File: src/rtl/qpc_pkg.sv
`timescale 1ns/1ps
package qpc_pkg;

    typedef enum logic [1:0] {
        IN_PULSE_BDIR  = 2'd0,
        IN_PULSE_SWDIR = 2'd1,
        IN_UPDOWN      = 2'd2,
        IN_QUAD        = 2'd3
    } in_mode_e;

    typedef enum logic [1:0] {
        MUL_X1  = 2'd0,
        MUL_X2  = 2'd1,
        MUL_X4  = 2'd2,
        MUL_X4B = 2'd3
    } mult_e;

    typedef enum logic [1:0] {
        CNT_RUN    = 2'd0,
        CNT_CARRY  = 2'd1,
        CNT_BORROW = 2'd2
    } cnt_state_e;

endpackage

File: src/rtl/qpc_sync.sv
`timescale 1ns/1ps
module qpc_sync #(
    parameter int N      = 2,
    parameter int STAGES = 2
) (
    input  logic         clk,
    input  logic         rst_n,
    input  logic [N-1:0] raw,
    output logic [N-1:0] lvl,
    output logic [N-1:0] chg
);

    logic [STAGES-1:0][N-1:0] stage_q;
    logic [N-1:0]             prev_q;

    always_ff @(posedge clk or negedge rst_n) begin
        if (!rst_n) begin
            stage_q <= '0;
            prev_q  <= '0;
        end else begin
            stage_q[0] <= raw;
            for (int s = 1; s < STAGES; s++) begin
                stage_q[s] <= stage_q[s-1];
            end
            prev_q <= stage_q[STAGES-1];
        end
    end

    assign lvl = stage_q[STAGES-1];
    assign chg = stage_q[STAGES-1] ^ prev_q;

endmodule

File: src/rtl/qpc_decode.sv
`timescale 1ns/1ps
module qpc_decode
    import qpc_pkg::*;
(
    input  in_mode_e   mode,
    input  mult_e      mult,
    input  logic       sw_dir,
    input  logic [1:0] lvl,     // [0] = A, [1] = B
    input  logic [1:0] chg,
    output logic       step_up,
    output logic       step_dn
);

    logic a, b, ea, eb, rise_a, rise_b;

    assign a      = lvl[0];
    assign b      = lvl[1];
    assign ea     = chg[0];
    assign eb     = chg[1];
    assign rise_a = ea & a;
    assign rise_b = eb & b;

    always_comb begin
        step_up = 1'b0;
        step_dn = 1'b0;
        unique case (mode)
            IN_PULSE_BDIR: begin
                step_up = rise_a & ~b;
                step_dn = rise_a &  b;
            end
            IN_PULSE_SWDIR: begin
                step_up = rise_a & ~sw_dir;
                step_dn = rise_a &  sw_dir;
            end
            IN_UPDOWN: begin
                step_up = rise_a & ~rise_b;
                step_dn = rise_b & ~rise_a;
            end
            IN_QUAD: begin
                if (ea && !eb) begin
                    // A edge: forward when new A differs from B
                    if (mult != MUL_X1 || a) begin
                        step_up = (a != b);
                        step_dn = (a == b);
                    end
                end else if (eb && !ea) begin
                    // B edge: forward when new B equals A
                    if (mult == MUL_X4 || mult == MUL_X4B) begin
                        step_up = (a == b);
                        step_dn = (a != b);
                    end
                end
            end
        endcase
    end

endmodule

File: src/rtl/qpc_core.sv
`timescale 1ns/1ps
module qpc_core
    import qpc_pkg::*;
#(
    parameter int CW = 32
) (
    input  logic                 clk,
    input  logic                 rst_n,
    input  logic                 step_up,
    input  logic                 step_dn,
    input  logic                 en,
    input  logic                 ring,
    input  logic signed [CW-1:0] lo,
    input  logic signed [CW-1:0] hi,
    input  logic                 load,
    input  logic signed [CW-1:0] load_val,
    input  logic                 flag_clr,
    output logic signed [CW-1:0] cnt,
    output logic                 carry,
    output logic                 borrow
);

    localparam logic signed [CW-1:0] MAXV = {1'b0, {(CW-1){1'b1}}};
    localparam logic signed [CW-1:0] MINV = {1'b1, {(CW-1){1'b0}}};

    cnt_state_e           state_q, state_n;
    logic signed [CW-1:0] cnt_q, cnt_n;

    always_ff @(posedge clk or negedge rst_n) begin
        if (!rst_n) begin
            state_q <= CNT_RUN;
            cnt_q   <= '0;
        end else begin
            state_q <= state_n;
            cnt_q   <= cnt_n;
        end
    end

    always_comb begin
        state_n = state_q;
        cnt_n   = cnt_q;
        unique case (state_q)
            CNT_RUN: begin
                if (en && step_up) begin
                    if (ring)              cnt_n = (cnt_q >= hi) ? lo : cnt_q + 1'b1;
                    else if (cnt_q == MAXV) state_n = CNT_CARRY;
                    else                   cnt_n = cnt_q + 1'b1;
                end else if (en && step_dn) begin
                    if (ring)              cnt_n = (cnt_q <= lo) ? hi : cnt_q - 1'b1;
                    else if (cnt_q == MINV) state_n = CNT_BORROW;
                    else                   cnt_n = cnt_q - 1'b1;
                end
            end
            CNT_CARRY, CNT_BORROW: begin
                if (flag_clr) state_n = CNT_RUN;
            end
            default: state_n = CNT_RUN;
        endcase
        if (load) cnt_n = load_val;
    end

    always_comb begin
        cnt    = cnt_q;
        carry  = (state_q == CNT_CARRY);
        borrow = (state_q == CNT_BORROW);
    end

endmodule

File: src/rtl/quad_pulse_counter.sv
`timescale 1ns/1ps
module quad_pulse_counter
    import qpc_pkg::*;
#(
    parameter int CW          = 32,
    parameter int SYNC_STAGES = 2
) (
    input  logic          clk,
    input  logic          rst_n,
    input  logic          pin_a,
    input  logic          pin_b,
    input  logic [1:0]    cfg_in_mode,
    input  logic [1:0]    cfg_mult,
    input  logic          cfg_sw_dir,
    input  logic          cfg_ring,
    input  logic          cnt_en,
    input  logic [CW-1:0] ring_lo,
    input  logic [CW-1:0] ring_hi,
    input  logic [CW-1:0] preset_val,
    input  logic          preset_pin,
    input  logic          preset_sw,
    input  logic          flag_clr,
    output logic [CW-1:0] count,
    output logic          carry_flag,
    output logic          borrow_flag
);

    logic [1:0] ph_lvl, ph_chg;
    logic       step_up, step_dn;

    qpc_sync #(.N(2), .STAGES(SYNC_STAGES)) u_sync (
        .clk   (clk),
        .rst_n (rst_n),
        .raw   ({pin_b, pin_a}),
        .lvl   (ph_lvl),
        .chg   (ph_chg)
    );

    qpc_decode u_dec (
        .mode    (in_mode_e'(cfg_in_mode)),
        .mult    (mult_e'(cfg_mult)),
        .sw_dir  (cfg_sw_dir),
        .lvl     (ph_lvl),
        .chg     (ph_chg),
        .step_up (step_up),
        .step_dn (step_dn)
    );

    qpc_core #(.CW(CW)) u_core (
        .clk      (clk),
        .rst_n    (rst_n),
        .step_up  (step_up),
        .step_dn  (step_dn),
        .en       (cnt_en),
        .ring     (cfg_ring),
        .lo       (ring_lo),
        .hi       (ring_hi),
        .load     (preset_pin | preset_sw),
        .load_val (preset_val),
        .flag_clr (flag_clr),
        .cnt      (count),
        .carry    (carry_flag),
        .borrow   (borrow_flag)
    );

endmodule

File: config.mk
export PLATFORM = sky130hd
export DESIGN_NAME = quad_pulse_counter
export DESIGN_NICKNAME = d
export VERILOG_FILES = /design/src/rtl/qpc_pkg.sv /design/src/rtl/qpc_sync.sv /design/src/rtl/qpc_decode.sv /design/src/rtl/qpc_core.sv /design/src/rtl/quad_pulse_counter.sv
export SDC_FILE = /design/constraint.sdc
export NUM_CORES = 1
export LEC_CHECK = 0
export CORE_MARGIN = 10
export CORE_UTILIZATION = 34
export CTS_BUF_LIST = sky130_fd_sc_hd__clkbuf_2
export DETAILED_ROUTE_END_ITERATION = 8
export GPL_TIMING_DRIVEN = 1
export PLACE_DENSITY_LB_ADDON = 0.05
export SLEW_MARGIN = 30
export SYNTH_ARGS = -nofsm -noshare
export SYNTH_HDL_FRONTEND = slang
export SYNTH_HIERARCHICAL = 1
export SYNTH_SLANG_ARGS = --single-unit
File: constraint.sdc
create_clock -name clk -period 3.7 [get_ports clk]
set_input_delay 0.37 -clock clk [delete_from_list [all_inputs] [get_ports clk]]
set_output_delay 0.37 -clock clk [all_outputs]
set_load 0.02 [all_outputs]
==> impl_metrics.tcl <==
set metrics [dict create \
    p_int_uw 1326 \
    fin_ws_ps 345.1 \
    synth_simple_gate_area_frac 0.2120 \
    post_cts_buffers 0 \
    swShare 0.4635 \
    slew_violations 0 \
    syn_inst 722 \
    hold_depth 1 \
    drv_cap 0 \
    p_seq_frac 0.267 \
    status "complete, no violations" \
    drt_iter0_drc 339 \
    start_util 0.3480 \
    io_buffer_count 143 \
    path_cells "xor2_1 > nand2_1 > o221ai_1 > a32o_1 > and2_1 > nor3_1 > and3_1 > a32o_2 > a21oi_2 > nor2_8 > nor3_2 > buf_4 > o211ai_1 > nand3_1" \
    hold_viol 0 \
    synthXorXnorAreaFrac 0.09560 \
    ys_seq_area_frac 0.1734 \
    hp-start "pin_b" \
    drive_above_1_share 0.08701 \
    p_comb_frac 0.604 \
    synth_mux_area_frac 0.08411 \
    grt_pass1_vias 6168 \
    cp_slowest_stage_delay_ps 610 \
    cts_buffer_depth 2 \
    reg2regPathDepth 14 \
    cts_tree "done" \
    cp.required_ps 4170 \
    place_ws_ps 116.9 \
    routed_wl_um 22190 \
    crit_type "flip-flop to flip-flop" \
    via_count 5885 \
    synth_flop_cell "dfrtp_1" \
    die_x_um 150.3 \
    syn2layout_area_growth_pct 32.17 \
    grt_setup_unrepaired "false" \
    power.switching_uw 1146 \
    dieArea_um2 22590 \
    path_buf_inv 1 \
    irDropWorstVdd_mv 0.1624 \
    reg2reg_slack_ps 350 \
    grt_pass1_wl_um 34250 \
    fin_skew_ps 18.53 \
    yosysUniqueCellTypes 68 \
    synth-compound-area-share 0.1819 \
    critPathLaunch "u_sync/lvl[1]$_DFF_PN0_" \
    overflow 0 \
    yosys_warnings 6 \
    cts_hold_buf 1 \
    antenna_left 0 \
    core_area_um2 16580 \
    setup_tns_ps 0 \
    cts_resized 0 \
    synth_seq_cells 40 \
    routedWlPerCell_um 20.49 \
    syn_nets 905 \
    crit_path_start_kind "flip-flop" \
    cts-htree-levels 2 \
    endpoint_kind "flip-flop" \
    gp_congestion 0.8748 \
    setup_viol 0 \
    clk_pin_slew_ps 280 \
    dpl_cell_area_um2 7548 \
    finish.utilization 0.4600 \
    boundaryPins 144 \
    drcViolationCount 0 \
    dp_hpwl_um 17470 \
    p_leak_uw 0.003464 \
    synth.cell_area_um2 5772 \
    cpMaxStageDelayCell "dfrtp_1" \
    synthAdderAreaFrac 0.1582 \
    arrival_ps 3820 \
    post-route-period-util 0.9067 \
    synth_top_family_by_area "simple AND/OR/NAND/NOR gates" \
    r2r_start "u_sync/lvl[1]$_DFF_PN0_" \
    final_area_um2 7629 \
    power_density_nw_per_um2 324.0 \
    critical_path.max_fanout 11 \
    grt_max_degree 41 \
    die_y_um 150.3 \
    antenna_found_initial 1 \
    hold_class "input pin to flip-flop" \
    worst_slew_pin_slew_ps 675.2 \
    row_count 47 \
    power_frac_clock 0.129 \
    crit_family "compound AO/OA/AOI/OAI gates" \
    async_reset_ff_frac 1.000 \
    grt_usage 0.1929 \
    syn_area_per_cell_um2 7.994 \
    reg2reg_to "u_core/cnt[0]$_DFFE_PN0P_" \
    layout_min_cycle_time_ps 3355 \
    clk_latency_ps 510 \
    dr.pass1.iters 5 \
    cts.sinks 40 \
    min_to "u_sync/stage_q[1]$_DFF_PN0_" \
    numCtsBuffers 5 \
    fmax_mhz 298.1 \
    cts_root_buf "clkbuf_2" \
    slew_headroom 0.5457 \
    synth_edf_count 0 \
    nNetsFinal 1044 \
    via_per_inst 5.434 \
]
-- flip-flops by register name, indices dropped and copies added, names as in the netlist --
register / count
u_core/cnt: 32
u_sync/prev_q: 2
u_core/state_q: 2
u_sync/stage_q: 2
u_sync/lvl: 2
-- cells in the mapped netlist, types with 3 or more instances --
| cell type | number | area share |
|---|---|---|
| o22ai_1 | 3 | 0.0033 |
| o211ai_1 | 23 | 0.030 |
| and3_1 | 7 | 0.0076 |
| inv_1 | 80 | 0.052 |
| nor3_2 | 3 | 0.0052 |
| buf_2 | 25 | 0.022 |
| o21ai_0 | 12 | 0.010 |
| nand4_1 | 17 | 0.018 |
| and4_1 | 3 | 0.0046 |
| nor2b_1 | 4 | 0.0043 |
| and2_1 | 4 | 0.0043 |
| ha_1 | 73 | 0.16 |
| a21oi_1 | 33 | 0.029 |
| o21a_1 | 5 | 0.0065 |
| xnor2_1 | 40 | 0.061 |
| mux2i_1 | 44 | 0.076 |
| dfrtp_1 | 40 | 0.17 |
| mux2_2 | 4 | 0.0078 |
| or4_4 | 4 | 0.0078 |
| nor4_1 | 7 | 0.0076 |
| buf_4 | 6 | 0.0078 |
| nand2_1 | 80 | 0.052 |
| nand2b_1 | 5 | 0.0054 |
| nor2_1 | 25 | 0.016 |
| nand3_1 | 27 | 0.023 |
| a221oi_1 | 3 | 0.0046 |
| clkbuf_1 | 11 | 0.0072 |
| a22o_1 | 4 | 0.0061 |
| a22oi_1 | 42 | 0.055 |
| a2bb2oi_1 | 3 | 0.0046 |
| xor2_1 | 23 | 0.035 |
| nor3_1 | 16 | 0.014 |
| nor4_2 | 4 | 0.0087 |
-- metal layers --
metal | GRT usage | part of all wire | wire length (um) | up-vias
li1 | - | - | - | 2846
met1 | 0.2295 | 0.42 | 9406 | 2807
met2 | 0.3371 | 0.49 | 10880 | 200
met3 | 0.04172 | 0.062 | 1378 | 32
met4 | 0.06122 | 0.024 | 527 | 0
met5 | 0 | 0 | 0 | -
-- stage by stage --
step | hold slack [ps] | power (uW) | instances
after global placement | 336.4 | 2123 | 1073
after global routing | 182.0 | 2659 | 1083
after CTS | 199.1 | 2481 | 1082
after detailed placement | 340.4 | 2148 | 1073
final | 249.1 | 2472 | 1083
after floorplan | 74.41 | 1570 | 722
-- cell type report --
type	count	area [um2]
tap	220	275.3
clock inverter	3	42.54
inverter	80	300.3
multi-input combinational	556	4240
antenna	1	2.502
fill	1677	8955
sequential	40	1001
timing repair buffer	178	1742
clock buffer	5	25.02
-- power groups by stage --
stage	clock network (uW)	logic (uW)	registers, uW
after global routing	346	1630	678
after CTS	330	1490	658
final	319	1490	660
after detailed placement	0	1480	665
after global placement	0	1460	663
after floorplan	0	917	653
-- cells in the final DEF, fill, tap and decap left out, types with 5 or more instances in the layout --
cell / count
nand3_1: 27
and3_1: 7
xnor2_1: 40
nand2_1: 80
nand2b_1: 5
clkdlybuf4s50_1: 142
clkbuf_2: 5
nand4_1: 17
nor4_1: 7
nor3_1: 16
o21ai_0: 12
buf_4: 30
nor2_1: 25
xor2_1: 23
a21oi_1: 33
a22oi_1: 42
o21a_1: 5
dfrtp_1: 40
o211ai_1: 23
inv_1: 80
ha_1: 73
mux2i_1: 44
-- logic make-up after synthesis --
family / after synthesis
simple gates: 223
compound gates: 149
buf+inv: 126
fa+ha+maj: 73
xor+xnor: 63
mux: 48
flops: 40
-- worst max-delay path by stage --
stage / endpoint / slack, ps / depth (start not counted)
3_5_place_dp: u_core/cnt[20]$_DFFE_PN0P_ / 120 / 15
2_1_floorplan: u_core/cnt[0]$_DFFE_PN0P_ / 810 / 12
3_3_place_gp: u_core/cnt[20]$_DFFE_PN0P_ / 180 / 15
6_report: u_core/cnt[0]$_DFFE_PN0P_ / 350 / 14
4_1_cts: u_core/cnt[23]$_DFFE_PN0P_ / 320 / 14
5_1_grt: u_core/cnt[0]$_DFFE_PN0P_ / 40 / 14
(Power assumes the default switching activity.)
